File: src/rtl/swc_pkg.sv
package swc_pkg;

    // Registered control outputs of the sleep sequencer
    typedef struct packed {
        logic asleep;
        logic osc_en;
        logic wdt_clr;
        logic wake;
        logic resume;
        logic vector;
        logic core_rst;
    } swc_ctl_t;

    // Power-down and time-out status bits
    typedef struct packed {
        logic pd;
        logic to;
    } swc_stat_t;

    localparam swc_ctl_t CTL_RESET = '{
        asleep:   1'b0,
        osc_en:   1'b1,
        wdt_clr:  1'b0,
        wake:     1'b0,
        resume:   1'b0,
        vector:   1'b0,
        core_rst: 1'b0
    };

    localparam swc_stat_t STAT_RESET = '{pd: 1'b1, to: 1'b1};

endpackage

File: src/rtl/swc_src_eval.sv
// Per-source interrupt evaluation: any enabled pending source, and the
// subset that is able to raise a wake without a running clock.
module swc_src_eval #(
    parameter int               NUM_SRC    = 4,
    parameter logic [NUM_SRC-1:0] ASYNC_MASK = 4'b1011
) (
    input  logic [NUM_SRC-1:0] irq_flag,
    input  logic [NUM_SRC-1:0] irq_en,
    output logic               any_pending,
    output logic               any_wake
);
    logic [NUM_SRC-1:0] hit;
    logic [NUM_SRC-1:0] wake_hit;

    for (genvar i = 0; i < NUM_SRC; i++) begin : g_src
        assign hit[i] = irq_flag[i] & irq_en[i];
        if (ASYNC_MASK[i]) begin : g_async
            assign wake_hit[i] = hit[i];
        end else begin : g_sync
            assign wake_hit[i] = 1'b0;
        end
    end

    assign any_pending = |hit;
    assign any_wake    = |wake_hit;
endmodule

File: src/rtl/swc_status_bits.sv
// Holds the power-down and time-out status bits.
module swc_status_bits
    import swc_pkg::*;
(
    input  logic clk,
    input  logic por_n,
    input  logic sleep_enter,
    input  logic wdt_wake,
    input  logic clr_cmd,
    output logic pd_bit,
    output logic to_bit
);
    swc_stat_t stat_d, stat_q;

    always_comb begin
        stat_d = stat_q;
        if (sleep_enter) begin
            stat_d.pd = 1'b0;
            stat_d.to = 1'b1;
        end else if (wdt_wake) begin
            stat_d.to = 1'b0;
        end else if (clr_cmd) begin
            stat_d.pd = 1'b1;
            stat_d.to = 1'b1;
        end
    end

    always_ff @(posedge clk or negedge por_n) begin
        if (!por_n) stat_q <= STAT_RESET;
        else        stat_q <= stat_d;
    end

    assign pd_bit = stat_q.pd;
    assign to_bit = stat_q.to;

    // Watchdog wake leaves time-out low and power-down untouched
    p_wdt_wake_to_r6: assert property (@(posedge clk) disable iff (!por_n)
        wdt_wake |=> (!stat_q.to && (stat_q.pd == $past(stat_q.pd))));

    // Clear command sets both status bits
    p_clr_sets_bits_r8: assert property (@(posedge clk) disable iff (!por_n)
        (clr_cmd && !sleep_enter && !wdt_wake) |=> (stat_q.pd && stat_q.to));
endmodule

File: src/rtl/sleep_wake_ctrl.sv
module sleep_wake_ctrl
    import swc_pkg::*;
#(
    parameter int                 NUM_SRC    = 4,
    parameter logic [NUM_SRC-1:0] ASYNC_MASK = 4'b1011
) (
    input  logic               clk,
    input  logic               por_n,
    input  logic               ext_rst_n,
    input  logic               sleep_req,
    input  logic               clrwdt_req,
    input  logic               wdt_en,
    input  logic               wdt_timeout,
    input  logic [NUM_SRC-1:0] irq_flag,
    input  logic [NUM_SRC-1:0] irq_en,
    input  logic               gie,
    output logic               osc_en,
    output logic               wdt_clr,
    output logic               pd_bit,
    output logic               to_bit,
    output logic               asleep,
    output logic               wake_pulse,
    output logic               resume_next,
    output logic               take_vector,
    output logic               core_rst
);
    swc_ctl_t ctl_d, ctl_q;

    logic any_pending;
    logic any_wake;
    logic ext_rst;
    logic accept_sleep;
    logic clr_cmd;
    logic wdt_wake;
    logic irq_wake;

    swc_src_eval #(
        .NUM_SRC    (NUM_SRC),
        .ASYNC_MASK (ASYNC_MASK)
    ) u_src_eval (
        .irq_flag    (irq_flag),
        .irq_en      (irq_en),
        .any_pending (any_pending),
        .any_wake    (any_wake)
    );

    // Event decode
    always_comb begin
        ext_rst      = !ext_rst_n;
        accept_sleep = !ctl_q.asleep && sleep_req && !any_pending && !ext_rst;
        clr_cmd      = !ctl_q.asleep && clrwdt_req && !sleep_req && !ext_rst;
        wdt_wake     = ctl_q.asleep && wdt_en && wdt_timeout && !ext_rst;
        irq_wake     = ctl_q.asleep && any_wake && !ext_rst;
    end

    // Next-state computation
    always_comb begin
        ctl_d          = ctl_q;
        ctl_d.wdt_clr  = 1'b0;
        ctl_d.wake     = 1'b0;
        ctl_d.resume   = 1'b0;
        ctl_d.vector   = 1'b0;
        ctl_d.core_rst = 1'b0;
        if (ext_rst) begin
            ctl_d.asleep   = 1'b0;
            ctl_d.osc_en   = 1'b1;
            ctl_d.core_rst = 1'b1;
        end else if (accept_sleep) begin
            ctl_d.asleep  = 1'b1;
            ctl_d.osc_en  = 1'b0;
            ctl_d.wdt_clr = 1'b1;
        end else if (clr_cmd) begin
            ctl_d.wdt_clr = 1'b1;
        end else if (wdt_wake || irq_wake) begin
            ctl_d.asleep = 1'b0;
            ctl_d.osc_en = 1'b1;
            ctl_d.wake   = 1'b1;
            ctl_d.vector = irq_wake && gie;
            ctl_d.resume = !(irq_wake && gie);
        end
    end

    always_ff @(posedge clk or negedge por_n) begin
        if (!por_n) ctl_q <= CTL_RESET;
        else        ctl_q <= ctl_d;
    end

    swc_status_bits u_status (
        .clk         (clk),
        .por_n       (por_n),
        .sleep_enter (accept_sleep),
        .wdt_wake    (wdt_wake),
        .clr_cmd     (clr_cmd),
        .pd_bit      (pd_bit),
        .to_bit      (to_bit)
    );

    assign osc_en      = ctl_q.osc_en;
    assign wdt_clr     = ctl_q.wdt_clr;
    assign asleep      = ctl_q.asleep;
    assign wake_pulse  = ctl_q.wake;
    assign resume_next = ctl_q.resume;
    assign take_vector = ctl_q.vector;
    assign core_rst    = ctl_q.core_rst;

    // Oscillator is off exactly while asleep
    p_osc_off_asleep_r2: assert property (@(posedge clk) disable iff (!por_n)
        asleep != osc_en);

    // Entering sleep comes with a watchdog clear and cleared power-down
    p_sleep_entry_r2: assert property (@(posedge clk) disable iff (!por_n)
        $rose(asleep) |-> (wdt_clr && !pd_bit && to_bit));

    // Pending enabled interrupt turns sleep into a no-op
    p_sleep_noop_r3: assert property (@(posedge clk) disable iff (!por_n)
        (!asleep && sleep_req && any_pending && ext_rst_n) |=> (!asleep && !wdt_clr));

    // Masked enabled interrupt wakes regardless of gie
    p_irq_wakes_r4: assert property (@(posedge clk) disable iff (!por_n)
        (asleep && any_wake && ext_rst_n) |=> (wake_pulse && !asleep));

    // Exactly one resume direction per wake, none otherwise
    p_direction_r5: assert property (@(posedge clk) disable iff (!por_n)
        (resume_next || take_vector || wake_pulse) |-> $countones({resume_next, take_vector, wake_pulse}) == 2);

    // External reset restarts the core without a wake pulse
    p_ext_reset_r7: assert property (@(posedge clk) disable iff (!por_n)
        !ext_rst_n |=> (core_rst && !asleep && !wake_pulse));
endmodule

File: config.mk
export PLATFORM = sky130hd
export DESIGN_NAME = sleep_wake_ctrl
export DESIGN_NICKNAME = d
export VERILOG_FILES = /design/src/rtl/swc_pkg.sv /design/src/rtl/swc_src_eval.sv /design/src/rtl/swc_status_bits.sv /design/src/rtl/sleep_wake_ctrl.sv
export SDC_FILE = /design/constraint.sdc
export NUM_CORES = 1
export LEC_CHECK = 0
export CAP_MARGIN = 30
export CELL_PAD_IN_SITES_DETAIL_PLACEMENT = 1
export CELL_PAD_IN_SITES_GLOBAL_PLACEMENT = 2
export CORE_UTILIZATION = 19
export CTS_CLUSTER_SIZE = 30
export DETAILED_ROUTE_END_ITERATION = 12
export PLACE_DENSITY = 0.82
export RECOVER_POWER = 50
export SETUP_SLACK_MARGIN = 0.02
export SLEW_MARGIN = 20
export SYNTH_ARGS = -nofsm -noshare
export SYNTH_HDL_FRONTEND = slang
export SYNTH_SLANG_ARGS = --single-unit
File: constraint.sdc
create_clock -name clk -period 2.2 [get_ports clk]
set_input_delay 0.22 -clock clk [delete_from_list [all_inputs] [get_ports clk]]
set_output_delay 0.22 -clock clk [all_outputs]
set_load 0.03 [all_outputs]
# After elaboration in Yosys (flattened, before gate mapping)
# Cells that the tools add are included.
dict set report word_totals {
  register_bits 9
  latchBits 0
  ramBits 0
  rom_bits 0
  input_bits 16
  out_inout_bits 9
  word_cells 53
  n_memories 0
}
dict set report op_classes {
  addsub 0
  multipliers 0
  n_div 0
  n_lt_le_gt_ge 0
  n_eq_ne 3
  shift 0
  mux 14
  bitwise_logic 4
  n_reduce_logical 23
}
# op count
set op_table {}
lappend op_table {{$logic_and 1x1->1} 12}
lappend op_table {{$mux 3} 4}
lappend op_table {{$mux 2} 5}
lappend op_table {{$and 1x1->1} 4}
lappend op_table {{$logic_not 1->1} 4}
lappend op_table {{$mux 1} 4}
lappend op_table {{$mux 4} 1}
lappend op_table {{$reduce_and 2->1} 2}
lappend op_table {{$reduce_or 4->1} 1}
lappend op_table {{$ne 3x1->1 const B} 1}
lappend op_table {{$ne 3x3->1 const B} 1}
lappend op_table {{$reduce_bool 3->1} 1}
lappend op_table {{$reduce_or 3->1} 1}
lappend op_table {{$ne 2x2->1 const B} 1}
lappend op_table {{$reduce_bool 2->1} 1}
lappend op_table {{$logic_or 1x1->1} 1}

# Depth between registers and ports, before layout
dict set report depth {
  depth_word 10
  mapped_depth 3
  mapped_depth_nobuf 3
}

# Modules after synthesis
# From an unflattened synthesis, not the netlist that was laid out.
dict set report hier_totals {
  hier_cells 33
  hier_area_um2 386.6
}
# module n_inst cells_each area_per_inst_um2 seq_area_each_um2
set modules_own_cells {}
lappend modules_own_cells {sleep_wake_ctrl 1 22 282.8 176.4}
lappend modules_own_cells {swc_status_bits 1 7 82.6 52.6}
lappend modules_own_cells {swc_src_eval 1 4 21.3 0.0}

# Least setup slack after synthesis
# Ideal clock, no wire load.
dict set report synth_path {
  kind {input to register}
  start {in irq_flag[0]}
  end {reg ctl_q (netlist bit osc_en)}
  setup_ps 79
  arrival_time_ps 1177
  required_time_ps 2121
  path_slack_ps 944
  path_stages 3
  n_path_buf 0
  cell_sequence {a222oi_1 > nand4_1 > a22o_1}
}
dict set report synth_via {
  elab_chain_cells 7
  word_cells_on_any_way 14
  cone_classes {eq/ne (2); mux (2); bitwise (1); reduce/logical (9)}
}
# element line
set synth_rtl {}
lappend synth_rtl {{start, declared} sleep_wake_ctrl.sv:14} ;# input logic [NUM_SRC-1:0] irq_flag,
lappend synth_rtl {{$and 1x1->1 *} swc_src_eval.sv:16} ;# assign hit[i] = irq_flag[i] & irq_en[i];
lappend synth_rtl {{$reduce_or 4->1 or $reduce_or 3->1 (tied branches)} {swc_src_eval.sv:24, swc_src_eval.sv:25}}
lappend synth_rtl {{$logic_not 1->1 or $logic_and 1x1->1 (tied branches)} {sleep_wake_ctrl.sv:50, sleep_wake_ctrl.sv:53}}
lappend synth_rtl {{$logic_and 1x1->1 (on tied branches)} {sleep_wake_ctrl.sv:50, sleep_wake_ctrl.sv:53}}
lappend synth_rtl {{$logic_and 1x1->1 or $logic_or 1x1->1 (tied branches)} {sleep_wake_ctrl.sv:50, sleep_wake_ctrl.sv:74}}
lappend synth_rtl {{$ne 3x1->1 (no source line), or another cell as far along} n/a}
lappend synth_rtl {{$reduce_and 2->1 (no source line) or $mux 2 (tied branches)} n/a}
lappend synth_rtl {{end signal, assigned} sleep_wake_ctrl.sv:85} ;# else ctl_q <= ctl_d;
lappend synth_rtl {{end, declared} sleep_wake_ctrl.sv:27} ;# swc_ctl_t ctl_d, ctl_q;
# Mark *: on every way between the ends. The rest lies on a longest branch, timed or not.
# A chain may end at the register's enable or synchronous reset.

# Final worst setup path
dict set report layout_path {
  start {in irq_en[0]}
  end {reg ctl_q (netlist bit osc_en)}
}
dict set report layout_via {
  elab_chain_cells 7
  word_cells_on_any_way 14
  cone_classes {eq/ne (2); mux (2); bitwise (1); reduce/logical (9)}
}
# element line
set layout_rtl {}
lappend layout_rtl {{start, declared} sleep_wake_ctrl.sv:15} ;# input logic [NUM_SRC-1:0] irq_en,
lappend layout_rtl {{$and 1x1->1 *} swc_src_eval.sv:16}
lappend layout_rtl {{$reduce_or 4->1 or $reduce_or 3->1 (tied branches)} {swc_src_eval.sv:24, swc_src_eval.sv:25}}
lappend layout_rtl {{$logic_not 1->1 or $logic_and 1x1->1 (tied branches)} {sleep_wake_ctrl.sv:50, sleep_wake_ctrl.sv:53}}
lappend layout_rtl {{$logic_and 1x1->1 (on tied branches)} {sleep_wake_ctrl.sv:50, sleep_wake_ctrl.sv:53}}
lappend layout_rtl {{$logic_and 1x1->1 or $logic_or 1x1->1 (tied branches)} {sleep_wake_ctrl.sv:50, sleep_wake_ctrl.sv:74}}
lappend layout_rtl {{$ne 3x1->1 (no source line), or another cell as far along} n/a}
lappend layout_rtl {{$reduce_and 2->1 (no source line) or $mux 2 (tied branches)} n/a}
# Marked as above.

==> results_dict.tcl <==
set metrics [dict create \
    ys_warn_count 0 \
    drv_slew 0 \
    clockRootBuffer "clkbuf_4" \
    clkLatencyLatePin_ns 0.25 \
    port_buffers 24 \
    clk_pin_slew_worst_paths_ns 0.06 \
    peakVddDrop_mv 0.169 \
    grt_max_degree 10 \
    maxCapViolCount 0 \
    cts_tree "done" \
    chipWidth_um 46 \
    skew_ns 0.000784 \
    p_per_area_nw_per_um2 611 \
    ys_ff_latch 9 \
    gp_congestion 0.765 \
    synth-seq-area-share_pct 62.2 \
    routed_via_density 4.26 \
    synth_nets 48 \
    rsz0062_at_grt "no" \
    fin_ws_ns 0.441 \
    timing.rr.start "asleep" \
    synth_top_area_cell "dfrtp_1" \
    slew_headroom_pct 55.0 \
    fp.dieH_um 46 \
    critPathBufInv 1 \
    ys_async_sr_fraction_pct 100 \
    area_growth_pct 81.0 \
    hpwl_um 757 \
    first_iter_violations 4 \
    drt_wl_total_um 940 \
    hp-class "in2async" \
    drt-pass1-iter-count 4 \
    cp_top_family "compound AO/OA/AOI/OAI gates" \
    synth-main-ff-cell "dfrtp_1" \
    synth_edf_count 0 \
    crit_required_ns 2.38 \
    synthDistinctLibCells 20 \
    ctsHoldBuffers 0 \
    n_fill_cell 210 \
    netlist_area_sq_um 368 \
    leakagePower_nw 0.284 \
    antenna_found_initial 0 \
    clkSinkCount 9 \
    synth_commonest_cells "dfrtp_1 (6), nand2_1 (5), dfstp_2 (3)" \
    ant_nets 0 \
    ctsLongestPathBuffers 2 \
    track_usage_pct 11.0 \
    syn_area_per_cell_sq_um 11.5 \
    coreArea_sq_um 1760 \
    post_cts_resized 0 \
    vias 362 \
    worst_pin_slew_ns 0.676 \
    die_area_sq_um 2120 \
    cts_buffers 3 \
    end_kind "register" \
    start_util_pct 20.9 \
    antenna_cells 0 \
    hold_violations 0 \
    yosysMostFrequentCell "dfrtp_1" \
    synth_area_leaders "dfrtp_1 (41%), dfstp_2 (21%), nand2_1 (5.1%), a222oi_1 (2.7%), nand3_1 (2.7%)" \
    cts_setup_buffers 0 \
    fin_crit_ns 1.76 \
    path_cells "dlygate4sd3_1 > a222oi_1 > nand4_1 > a22o_1" \
    synthDominantCellAreaShare_pct 40.8 \
    ios 25 \
    wire_per_inst_um 11.1 \
    drc 0 \
    startpoint_type "primary input" \
    overflow 0 \
    synth_cells 32 \
    path_class "in2reg" \
    dp_slack_ns 0.259 \
    rows 15 \
    htree_levels 1 \
    setup_violations 0 \
    fin_crit_sh_pct 79.9 \
    layout.nets 77 \
    status "completed" \
    crit_slowest_cell "a222oi_1" \
    worstPathArrival_ns 1.94 \
    grt_pass1_vias 349 \
    tns_ns 0 \
    drive_above_1_share_pct 10.0 \
    critPathLaunch "irq_en[0]" \
    crit_fanout 6 \
    slowest_delay_ns 0.63 \
    fmax_ghz 0.569 \
    grt_pass1_wl_um 1520 \
]
## registers in the layout (all words and copies together), names as in the netlist
register / flops
u_status.pd_bit: 1
asleep: 1
u_status.to_bit: 1
wake_pulse: 1
take_vector: 1
osc_en: 1
core_rst: 1
resume_next: 1
wdt_clr: 1
## path summary, 6_finish.rpt
kind	to	slack, ns	cells after the start
setup / recovery	osc_en	0.44	4
hold / removal	core_rst	0.32	1
setup reg to reg	u_status.to_bit	0.97	3
hold reg to reg	u_status.to_bit	0.54	2
max in group asynchronous	osc_en	1.56	1
min in group clk	u_status.to_bit	0.54	2
## power by group
| part | internal (mW) | switching (mW) | total [mW] |
|---|---|---|---|
| combinational | 0.0516 | 0.0457 | 0.0973 |
| sequential | 0.181 | 0.00648 | 0.188 |
| clock | 0.0695 | 0.0521 | 0.122 |
## final cells by class
class | instances | area (sq um) | share of cell area [%]
Multi-Input combinational cell | 22 | 135 | 20.3
Sequential cell | 9 | 229 | 34.4
Timing Repair Buffer | 24 | 240 | 36.1
Tap cell | 25 | 31.3 | 4.70
Inverter | 1 | 3.75 | 0.564
Clock buffer | 4 | 26.3 | 3.95
## metal layers
metal  share of wire, %  wire (um)  up-vias  global-route usage, %
met2                 51        477       15                   16.1
li1                   -          -      170                      -
met3                6.0         56        2                   1.59
met5                  0          0        -                      0
met4                3.5         33        0                   14.1
met1                 40        373      175                   11.9
## worst reg2reg max path: stages, from the launching register on
cell	delay (ns)
dfrtp_1	0.44
nor4bb_1	0.48
o22ai_1	0.15
nand2_1	0.09
## stage by stage
step / cell area, sq um / power [mW] / hold WS (ns) / instances / utilization [%]
after CTS: 666 / 0.416 / 0.261 / 85 / 37.7
after floorplan: 368 / 0.233 / -0.0756 / 32 / -
final: 666 / 0.407 / 0.323 / 85 / 37.7
after global placement: 639 / 0.288 / 0.529 / 81 / 36.2
after global routing: 666 / 0.429 / 0.355 / 85 / 37.7
after detailed placement: 639 / 0.291 / 0.530 / 81 / 36.2
## cell families (layout without fill, tap and decap cells)
kind of cell	Yosys count	after routing	synth area share, %
buffers and inverters	1	29	1.02
AOI/OAI and AO/OA	5	5	10.9
and+or+nand+nor	17	17	25.9
DFF	9	9	62.2
## layout by cell type, fill, tap and decap left out
cell / instances
nor2b_1: 1
clkbuf_1: 1
nor4bb_1: 1
a21boi_0: 1
nor2_1: 1
nor3_1: 1
o22ai_1: 1
a222oi_1: 1
o21a_1: 1
nand2_1: 5
clkdlybuf4s50_1: 19
nand4_1: 1
nand2b_1: 1
dlygate4sd3_1: 5
dfrtp_1: 6
nor3b_1: 1
and2_1: 1
clkbuf_4: 3
a22o_1: 1
dfstp_2: 3
inv_1: 1
nand3_1: 2
or2b_1: 1
and2b_1: 1
Note: power is estimated with default switching activity, not from simulation.
